<file path="src/rtl/tpc_pkg.sv">
package tpc_pkg;

   typedef enum logic [1:0] {
      SUP_OFF  = 2'd0,
      SUP_LOW  = 2'd1,
      SUP_HIGH = 2'd2,
      SUP_BAD  = 2'd3
   } supply_e;

   typedef enum logic [1:0] {
      SRC_STATIC = 2'd0,
      SRC_SW     = 2'd1,
      SRC_HW     = 2'd2,
      SRC_NONE   = 2'd3
   } src_e;

   typedef enum logic [1:0] {
      DEC_HOLD = 2'd0,
      DEC_UP   = 2'd1,
      DEC_DOWN = 2'd2
   } dec_e;

   typedef enum logic [2:0] {
      ST_IDLE   = 3'd0,
      ST_HALT   = 3'd1,
      ST_CUT    = 3'd2,
      ST_RAMP   = 3'd3,
      ST_RESUME = 3'd4
   } seq_st_e;

endpackage

</file>
<file path="src/rtl/tpc_policy.sv">
module tpc_policy
   import tpc_pkg::*;
#(
   parameter int WIN   = 256,
   parameter int FILLW = 7,
   parameter int DIVW  = 4,
   localparam int WINW = $clog2(WIN),
   localparam int CNTW = WINW + 1
) (
   input  logic             clk,
   input  logic             rst_n,
   input  logic [FILLW-1:0] fifo_fill,
   input  logic             core_stall,
   input  logic [FILLW-1:0] fill_hi_th,
   input  logic [FILLW-1:0] fill_lo_th,
   input  logic [CNTW-1:0]  stall_hi_th,
   input  logic [CNTW-1:0]  stall_lo_th,
   input  logic [DIVW-1:0]  fast_div,
   input  logic [DIVW-1:0]  slow_div,
   output logic             pol_valid,
   output logic [1:0]       pol_supply,
   output logic [DIVW-1:0]  pol_div
);

   generate
      if ((1 << WINW) != WIN) begin : g_bad_win
         $error("tpc_policy: WIN must be a power of two");
      end
      if (WIN < 4) begin : g_small_win
         $error("tpc_policy: WIN must be at least 4");
      end
   endgenerate

   logic [WINW-1:0] win_cnt;
   logic [CNTW-1:0] stall_cnt;
   logic [CNTW-1:0] stall_total;
   logic            win_end;
   dec_e            dec_now;
   dec_e            dec_prev;

   assign win_end     = (win_cnt == WINW'(WIN - 1));
   assign stall_total = stall_cnt + CNTW'(core_stall);

   always_comb begin
      if (fifo_fill > fill_hi_th || stall_total < stall_lo_th)
         dec_now = DEC_UP;
      else if (fifo_fill < fill_lo_th && stall_total > stall_hi_th)
         dec_now = DEC_DOWN;
      else
         dec_now = DEC_HOLD;
   end

   always_ff @(posedge clk or negedge rst_n) begin
      if (!rst_n) begin
         win_cnt    <= '0;
         stall_cnt  <= '0;
         dec_prev   <= DEC_HOLD;
         pol_valid  <= 1'b0;
         pol_supply <= SUP_OFF;
         pol_div    <= '0;
      end else begin
         win_cnt   <= win_cnt + 1'b1;
         pol_valid <= 1'b0;
         if (win_end) begin
            stall_cnt <= '0;
            dec_prev  <= dec_now;
            if (dec_now == dec_prev && dec_now != DEC_HOLD) begin
               pol_valid  <= 1'b1;
               pol_supply <= (dec_now == DEC_UP) ? SUP_HIGH : SUP_LOW;
               pol_div    <= (dec_now == DEC_UP) ? fast_div : slow_div;
            end
         end else begin
            stall_cnt <= stall_total;
         end
      end
   end

   // a policy request only ever follows a window close
   a_r10_after_window: assert property (@(posedge clk) disable iff (!rst_n)
      pol_valid |-> (win_cnt == '0));

endmodule

</file>
<file path="src/rtl/tpc_src_mux.sv">
module tpc_src_mux
   import tpc_pkg::*;
#(
   parameter int DIVW = 4
) (
   input  logic [1:0]      src_sel,
   input  logic [1:0]      static_supply,
   input  logic [DIVW-1:0] static_div,
   input  logic            sw_valid,
   input  logic [1:0]      sw_supply,
   input  logic [DIVW-1:0] sw_div,
   input  logic            pol_valid,
   input  logic [1:0]      pol_supply,
   input  logic [DIVW-1:0] pol_div,
   output logic            req_valid,
   output logic [1:0]      req_supply,
   output logic [DIVW-1:0] req_div
);

   logic raw_valid;

   always_comb begin
      unique case (src_e'(src_sel))
         SRC_STATIC: begin
            raw_valid  = 1'b1;
            req_supply = static_supply;
            req_div    = static_div;
         end
         SRC_SW: begin
            raw_valid  = sw_valid;
            req_supply = sw_supply;
            req_div    = sw_div;
         end
         SRC_HW: begin
            raw_valid  = pol_valid;
            req_supply = pol_supply;
            req_div    = pol_div;
         end
         default: begin
            raw_valid  = 1'b0;
            req_supply = SUP_OFF;
            req_div    = '0;
         end
      endcase
      req_valid = raw_valid && (req_supply != SUP_BAD);
   end

endmodule

</file>
<file path="src/rtl/tpc_seq.sv">
module tpc_seq
   import tpc_pkg::*;
#(
   parameter int NSEG  = 48,
   parameter int STEPW = 8,
   parameter int DIVW  = 4
) (
   input  logic             clk,
   input  logic             rst_n,
   input  logic             req_valid,
   input  logic [1:0]       req_supply,
   input  logic [DIVW-1:0]  req_div,
   input  logic [STEPW-1:0] step_interval,
   output logic             rail_hi,
   output logic             rail_lo,
   output logic [NSEG-1:0]  gate_en,
   output logic             osc_halt,
   output logic [DIVW-1:0]  osc_div,
   output logic             busy,
   output logic [1:0]       supply_state
);

   generate
      if (NSEG < 2) begin : g_bad_nseg
         $error("tpc_seq: NSEG must be at least 2");
      end
      if (STEPW < 1 || DIVW < 1) begin : g_bad_width
         $error("tpc_seq: STEPW and DIVW must be positive");
      end
   endgenerate

   seq_st_e          st;
   supply_e          cur_sup;
   supply_e          tgt_sup;
   logic [DIVW-1:0]  tgt_div;
   logic [STEPW-1:0] step_cnt;
   logic [NSEG-1:0]  gate_q;
   logic             rail_hi_q;
   logic             rail_lo_q;
   logic             halt_q;
   logic [DIVW-1:0]  div_q;

   always_ff @(posedge clk or negedge rst_n) begin
      if (!rst_n) begin
         st        <= ST_IDLE;
         cur_sup   <= SUP_OFF;
         tgt_sup   <= SUP_OFF;
         tgt_div   <= '0;
         step_cnt  <= '0;
         gate_q    <= '0;
         rail_hi_q <= 1'b0;
         rail_lo_q <= 1'b0;
         halt_q    <= 1'b1;
         div_q     <= '0;
      end else begin
         unique case (st)
            ST_IDLE: begin
               if (req_valid) begin
                  if (supply_e'(req_supply) != cur_sup) begin
                     tgt_sup <= supply_e'(req_supply);
                     tgt_div <= req_div;
                     halt_q  <= 1'b1;
                     st      <= ST_HALT;
                  end else if (req_div != div_q) begin
                     div_q <= req_div;
                  end
               end
            end
            ST_HALT: begin
               gate_q    <= '0;
               rail_hi_q <= 1'b0;
               rail_lo_q <= 1'b0;
               st        <= ST_CUT;
            end
            ST_CUT: begin
               if (tgt_sup == SUP_OFF) begin
                  cur_sup <= SUP_OFF;
                  div_q   <= tgt_div;
                  st      <= ST_IDLE;
               end else begin
                  rail_hi_q <= (tgt_sup == SUP_HIGH);
                  rail_lo_q <= (tgt_sup == SUP_LOW);
                  step_cnt  <= '0;
                  st        <= ST_RAMP;
               end
            end
            ST_RAMP: begin
               if (step_cnt == step_interval) begin
                  step_cnt <= '0;
                  gate_q   <= {gate_q[NSEG-2:0], 1'b1};
                  if (gate_q[NSEG-2]) st <= ST_RESUME;
               end else begin
                  step_cnt <= step_cnt + 1'b1;
               end
            end
            ST_RESUME: begin
               halt_q  <= 1'b0;
               div_q   <= tgt_div;
               cur_sup <= tgt_sup;
               st      <= ST_IDLE;
            end
            default: st <= ST_IDLE;
         endcase
      end
   end

   assign rail_hi      = rail_hi_q;
   assign rail_lo      = rail_lo_q;
   assign gate_en      = gate_q;
   assign osc_halt     = halt_q;
   assign osc_div      = div_q;
   assign busy         = (st != ST_IDLE);
   assign supply_state = cur_sup;

   // both rails are never tied to the core at once
   a_r5_rails_exclusive: assert property (@(posedge clk) disable iff (!rst_n)
      !(rail_hi_q && rail_lo_q));

   // no conducting segment without a selected rail
   a_r5_gates_need_rail: assert property (@(posedge clk) disable iff (!rst_n)
      (!rail_hi_q && !rail_lo_q) |-> (gate_q == '0));

   // inrush limited to one new segment per cycle
   a_r6_one_segment: assert property (@(posedge clk) disable iff (!rst_n)
      $countones(gate_q) <= $countones($past(gate_q)) + 1);

   // rail selects only move while the clock is stopped
   a_r11_halt_on_rail_change: assert property (@(posedge clk) disable iff (!rst_n)
      (rail_hi_q != $past(rail_hi_q) || rail_lo_q != $past(rail_lo_q))
         |-> (halt_q && $past(halt_q)));

   // the clock restarts only on a fully closed gate
   a_r11_full_before_release: assert property (@(posedge clk) disable iff (!rst_n)
      $fell(halt_q) |-> (&gate_q));

   // the running target never changes under a new request
   a_r8_target_frozen: assert property (@(posedge clk) disable iff (!rst_n)
      (busy && $past(busy)) |-> ($stable(tgt_sup) && $stable(tgt_div)));

endmodule

</file>
<file path="src/rtl/tile_pwr_ctl.sv">
module tile_pwr_ctl
   import tpc_pkg::*;
#(
   parameter int NSEG  = 48,
   parameter int DIVW  = 4,
   parameter int FILLW = 7,
   parameter int WIN   = 256,
   parameter int STEPW = 8
) (
   input  logic                   clk,
   input  logic                   rst_n,
   input  logic [1:0]             src_sel,
   input  logic [1:0]             static_supply,
   input  logic [DIVW-1:0]        static_div,
   input  logic                   sw_valid,
   input  logic [1:0]             sw_supply,
   input  logic [DIVW-1:0]        sw_div,
   input  logic [FILLW-1:0]       fifo_fill,
   input  logic                   core_stall,
   input  logic [FILLW-1:0]       fill_hi_th,
   input  logic [FILLW-1:0]       fill_lo_th,
   input  logic [$clog2(WIN):0]   stall_hi_th,
   input  logic [$clog2(WIN):0]   stall_lo_th,
   input  logic [DIVW-1:0]        fast_div,
   input  logic [DIVW-1:0]        slow_div,
   input  logic [STEPW-1:0]       step_interval,
   output logic                   rail_hi,
   output logic                   rail_lo,
   output logic [NSEG-1:0]        gate_en,
   output logic                   osc_halt,
   output logic [DIVW-1:0]        osc_div,
   output logic                   busy,
   output logic [1:0]             supply_state
);

   logic            pol_valid;
   logic [1:0]      pol_supply;
   logic [DIVW-1:0] pol_div;
   logic            req_valid;
   logic [1:0]      req_supply;
   logic [DIVW-1:0] req_div;

   tpc_policy #(.WIN(WIN), .FILLW(FILLW), .DIVW(DIVW)) u_policy (
      .clk         (clk),
      .rst_n       (rst_n),
      .fifo_fill   (fifo_fill),
      .core_stall  (core_stall),
      .fill_hi_th  (fill_hi_th),
      .fill_lo_th  (fill_lo_th),
      .stall_hi_th (stall_hi_th),
      .stall_lo_th (stall_lo_th),
      .fast_div    (fast_div),
      .slow_div    (slow_div),
      .pol_valid   (pol_valid),
      .pol_supply  (pol_supply),
      .pol_div     (pol_div)
   );

   tpc_src_mux #(.DIVW(DIVW)) u_mux (
      .src_sel       (src_sel),
      .static_supply (static_supply),
      .static_div    (static_div),
      .sw_valid      (sw_valid),
      .sw_supply     (sw_supply),
      .sw_div        (sw_div),
      .pol_valid     (pol_valid),
      .pol_supply    (pol_supply),
      .pol_div       (pol_div),
      .req_valid     (req_valid),
      .req_supply    (req_supply),
      .req_div       (req_div)
   );

   tpc_seq #(.NSEG(NSEG), .STEPW(STEPW), .DIVW(DIVW)) u_seq (
      .clk           (clk),
      .rst_n         (rst_n),
      .req_valid     (req_valid),
      .req_supply    (req_supply),
      .req_div       (req_div),
      .step_interval (step_interval),
      .rail_hi       (rail_hi),
      .rail_lo       (rail_lo),
      .gate_en       (gate_en),
      .osc_halt      (osc_halt),
      .osc_div       (osc_div),
      .busy          (busy),
      .supply_state  (supply_state)
   );

   // an invalid supply code never reaches the sequencer
   a_r2_no_bad_code: assert property (@(posedge clk) disable iff (!rst_n)
      req_valid |-> (req_supply != 2'd3));

endmodule

</file>
<file path="config.mk">
export PLATFORM = sky130hd
export DESIGN_NAME = tile_pwr_ctl
export DESIGN_NICKNAME = d
export VERILOG_FILES = /design/src/rtl/tpc_pkg.sv /design/src/rtl/tpc_policy.sv /design/src/rtl/tpc_src_mux.sv /design/src/rtl/tpc_seq.sv /design/src/rtl/tile_pwr_ctl.sv
export SDC_FILE = /design/constraint.sdc
export NUM_CORES = 1
export LEC_CHECK = 0
export BUFFER_PORTS_ARGS = -buffer_cell sky130_fd_sc_hd__buf_2
export CAP_MARGIN = 20
export CORE_MARGIN = 3
export CORE_UTILIZATION = 30
export CTS_CLUSTER_DIAMETER = 200
export DETAILED_ROUTE_END_ITERATION = 12
export PLACE_DENSITY_LB_ADDON = 0.15
export SETUP_SLACK_MARGIN = 0.05
export SLEW_MARGIN = 20
export SYNTH_ARGS = -nofsm -noshare
export SYNTH_HDL_FRONTEND = slang
export SYNTH_HIERARCHICAL = 1
export SYNTH_SLANG_ARGS = --single-unit
</file>
<file path="constraint.sdc">
create_clock -name clk -period 6 [get_ports clk]
set_input_delay 0.6 -clock clk [delete_from_list [all_inputs] [get_ports clk]]
set_output_delay 0.6 -clock clk [all_outputs]
set_load 0.01 [all_outputs]
</file>
==> results.yml <==
place:
  placed_cell_area_um2: 6190
  hpwl_um: 9377
  io_buffer_count: 130
  place_ws_ps: 2145
  gp_congestion: 0.8976
  dp_cells: 898
floorplanning:
  start_util_pct: 30.93
  die_x_um: 140.0
  io_pins: 131
  core.rowCount: 48
  fp.coreArea_um2: 17420
  dieArea_um2: 19600
  die_height_um: 140.0
setup_path:
  worstSetupPathType: "in -> reg"
  cp_common_cell: "ha_1"
  critPathLaunch: "core_stall"
  worst-r2r-cell-count: 11
  cpMaxStageDelayCell: "o32a_1"
  crit_path_start_kind: "input port"
  cp_max_fo: 9
  worst_setup_path_end_kind: "flop"
  cp.arrival_ps: 3690
  reg2reg_from: "u_policy/stall_cnt[0]"
  worstPathCellList: "buf_2 > ha_1 > ha_1 > nand4_1 > xnor2_1 > ha_1 > nand4_1 > nor3_1 > o32a_1 > o2111ai_2 > a221oi_4 > mux2_2"
  required_ps: 6230
  slowest_delay_ps: 480
hold_path:
  hp-class: "in -> async"
status:
  status: "finished clean"
synthesis:
  yosys_warnings: 6
  syn_nets: 672
  synth_top_area_cell: "dfrtp_1"
  synth_seq_area_share_pct: 46.48
  synthArstFlopShare_pct: 100.0
  synth_edf_count: 0
  syn_area_um2: 5386
  synth_commonest_cells: "nand2_1, dfrtp_1, o21ai_0"
  yosys.cell_types.count: 53
  syn_avg_cell_area_um2: 9.533
  synth_top_area_share_pct: 45.99
  synth_area_leaders: "dfrtp_1, nand2_1, ha_1, mux2_2, o21ai_0"
  ys_ff_latch: 100
  synthCells: 565
  synth_flop_cell: "dfrtp_1"
  yosysMostFrequentCell: "nand2_1"
detailed_routing:
  vias: 4318
  drt.antenna.violating_nets: 0
  drt_wl_total_um: 12930
  routed_via_density: 4.724
  drt-wirelength-per-cell_um: 14.15
  firstDrtPassIters: 4
  drc_errors: 0
  first_iter_violations: 169
sta:
  finalWorstSetupSlack_ps: 2541
  whs_ps: 192.8
  period_needed_ps: 3459
  timing.slew.headroom_pct: 37.60
  finalCritPeriodShare_pct: 57.65
  final_max_slew_viol_count: 0
  setup_viol: 0
  hold_viol_final: 0
  rsz0062_at_grt: "no"
  worstMarginPinSlew_ps: 935.9
  fin_tns_setup_ps: 0
  skew_ps: 9.520
  max_freq_mhz: 289.1
cts:
  cts_setup_buffers: 0
  path_clk_slew_ps: 70
  cts_resized: 0
  clk_path_buf_depth: 2
  hold_buffers: 0
  clkSinkCount: 100
  insertion_delay_ps: 350
  clockRootBuffer: "clkbuf_16"
  htree_levels: 3
  cts_buffers: 9
  cts_tree: "done"
grt:
  track_usage_pct: 13.19
  grt_pass1_wl_um: 21380
  antenna_found_initial: 0
  grt_max_degree: 82
  grt_pass1_vias: 4313
  grt_overflow: 0
layout:
  syn_to_final_growth_pct: 20.21
  drive_gt1_share_pct: 26.71
  antennaDiodeCount: 0
  post-route-util_pct: 37.18
  final_cells: 914
  fillers: 1814
  final_area_um2: 6475
  nNetsFinal: 791
power:
  ir_drop_mv: 0.1531
  p_per_area_nw_per_um2: 343.7
  power.static_leakage_nw: 3.211
  power_mw: 2.226
job:
  maxCapViolCount: 0
[final timing paths]
path / slack, ps / end
max: 2540 / u_policy/pol_div[0]
min: 190 / u_seq/step_cnt[2]
max reg2reg: 2550 / u_policy/pol_div[0]
min reg2reg: 480 / u_policy/win_cnt[0]
max in group asynchronous: 4600 / u_seq/gate_en[11]
min in group clk: 480 / u_policy/win_cnt[0]
[cells by family (layout without fill, tap and decap cells)]
kind of cell | after synthesis | after routing | synth area share [%]
DFF | 100 | 100 | 46.48
AOI/OAI and AO/OA | 115 | 115 | 12.96
muxes | 31 | 31 | 6.295
adders and majority gates | 34 | 34 | 7.898
buffers and inverters | 66 | 190 | 5.737
and+or+nand+nor | 190 | 190 | 15.91
xor gates and xnor gates | 29 | 29 | 4.716
[routing by layer]
metal	vias up	GRT usage, %	share of wire [%]
li1	2160	-	-
met1	2031	17.46	47
met2	113	20.28	44
met3	14	4.199	7.5
met4	0	4.895	1.6
met5	-	0	0
[layout by cell type, fill, tap and decap left out, types with 2 or more instances in the layout]
cell type	n
ha_1	34
o31a_1	2
nor3_1	5
xor2_1	9
clkbuf_16	9
inv_6	2
mux2_2	23
nand2b_1	3
nand3_1	15
dfrtp_1	99
a32oi_1	2
a21boi_0	2
mux2i_1	8
o22ai_1	2
nor2_1	16
clkinvlp_4	2
a21oi_1	21
or3_2	2
o21ai_1	20
or3_1	2
buf_2	129
a211oi_1	3
and3_1	4
buf_4	4
inv_1	40
xnor2_1	20
nand2_1	117
nand4_1	9
a21o_1	6
nor2b_1	7
o21ai_0	44
o2bb2ai_1	2
nor3b_1	3
[sequential cells by signal, summed over array words and instances, names as in the netlist]
register,count
u_seq/rail_lo,1
u_seq/step_cnt,8
u_seq/tgt_div,4
u_policy/pol_supply,2
u_policy/stall_cnt,9
u_policy/win_cnt,8
u_seq/st,3
u_policy/pol_valid,1
u_seq/tgt_sup,2
u_seq/gate_en,48
u_seq/osc_div,4
u_policy/pol_div,4
u_seq/rail_hi,1
u_seq/supply_state,2
u_seq/osc_halt,1
u_policy/dec_prev,2
[cell type report]
class / count / area [µm²] / share of cell area (%)
clock inverters: 6 / 46.29 / 0.7150
repair buffers: 133 / 675.6 / 10.43
multi-input cells: 399 / 2575 / 39.77
well taps: 225 / 281.5 / 4.348
inverters: 41 / 153.9 / 2.377
clock buffers: 10 / 239.0 / 3.691
flip-flops and latches: 100 / 2504 / 38.67
[critical path: cells and delay by family]
family	cells	cell delay [ps]
AO/OA/AOI/OAI	3	1180
adder cells (fa/ha/maj)	3	800
AND/OR/NAND/NOR	3	460
multiplexers	1	390
XOR/XNOR	1	180
buffers and inverters	1	80
[power by group]
part / internal, mW / switching [mW]
sequential: 0.846 / 0.158
clock: 0.296 / 0.270
combinational: 0.313 / 0.343
(Power assumes the default switching activity.)
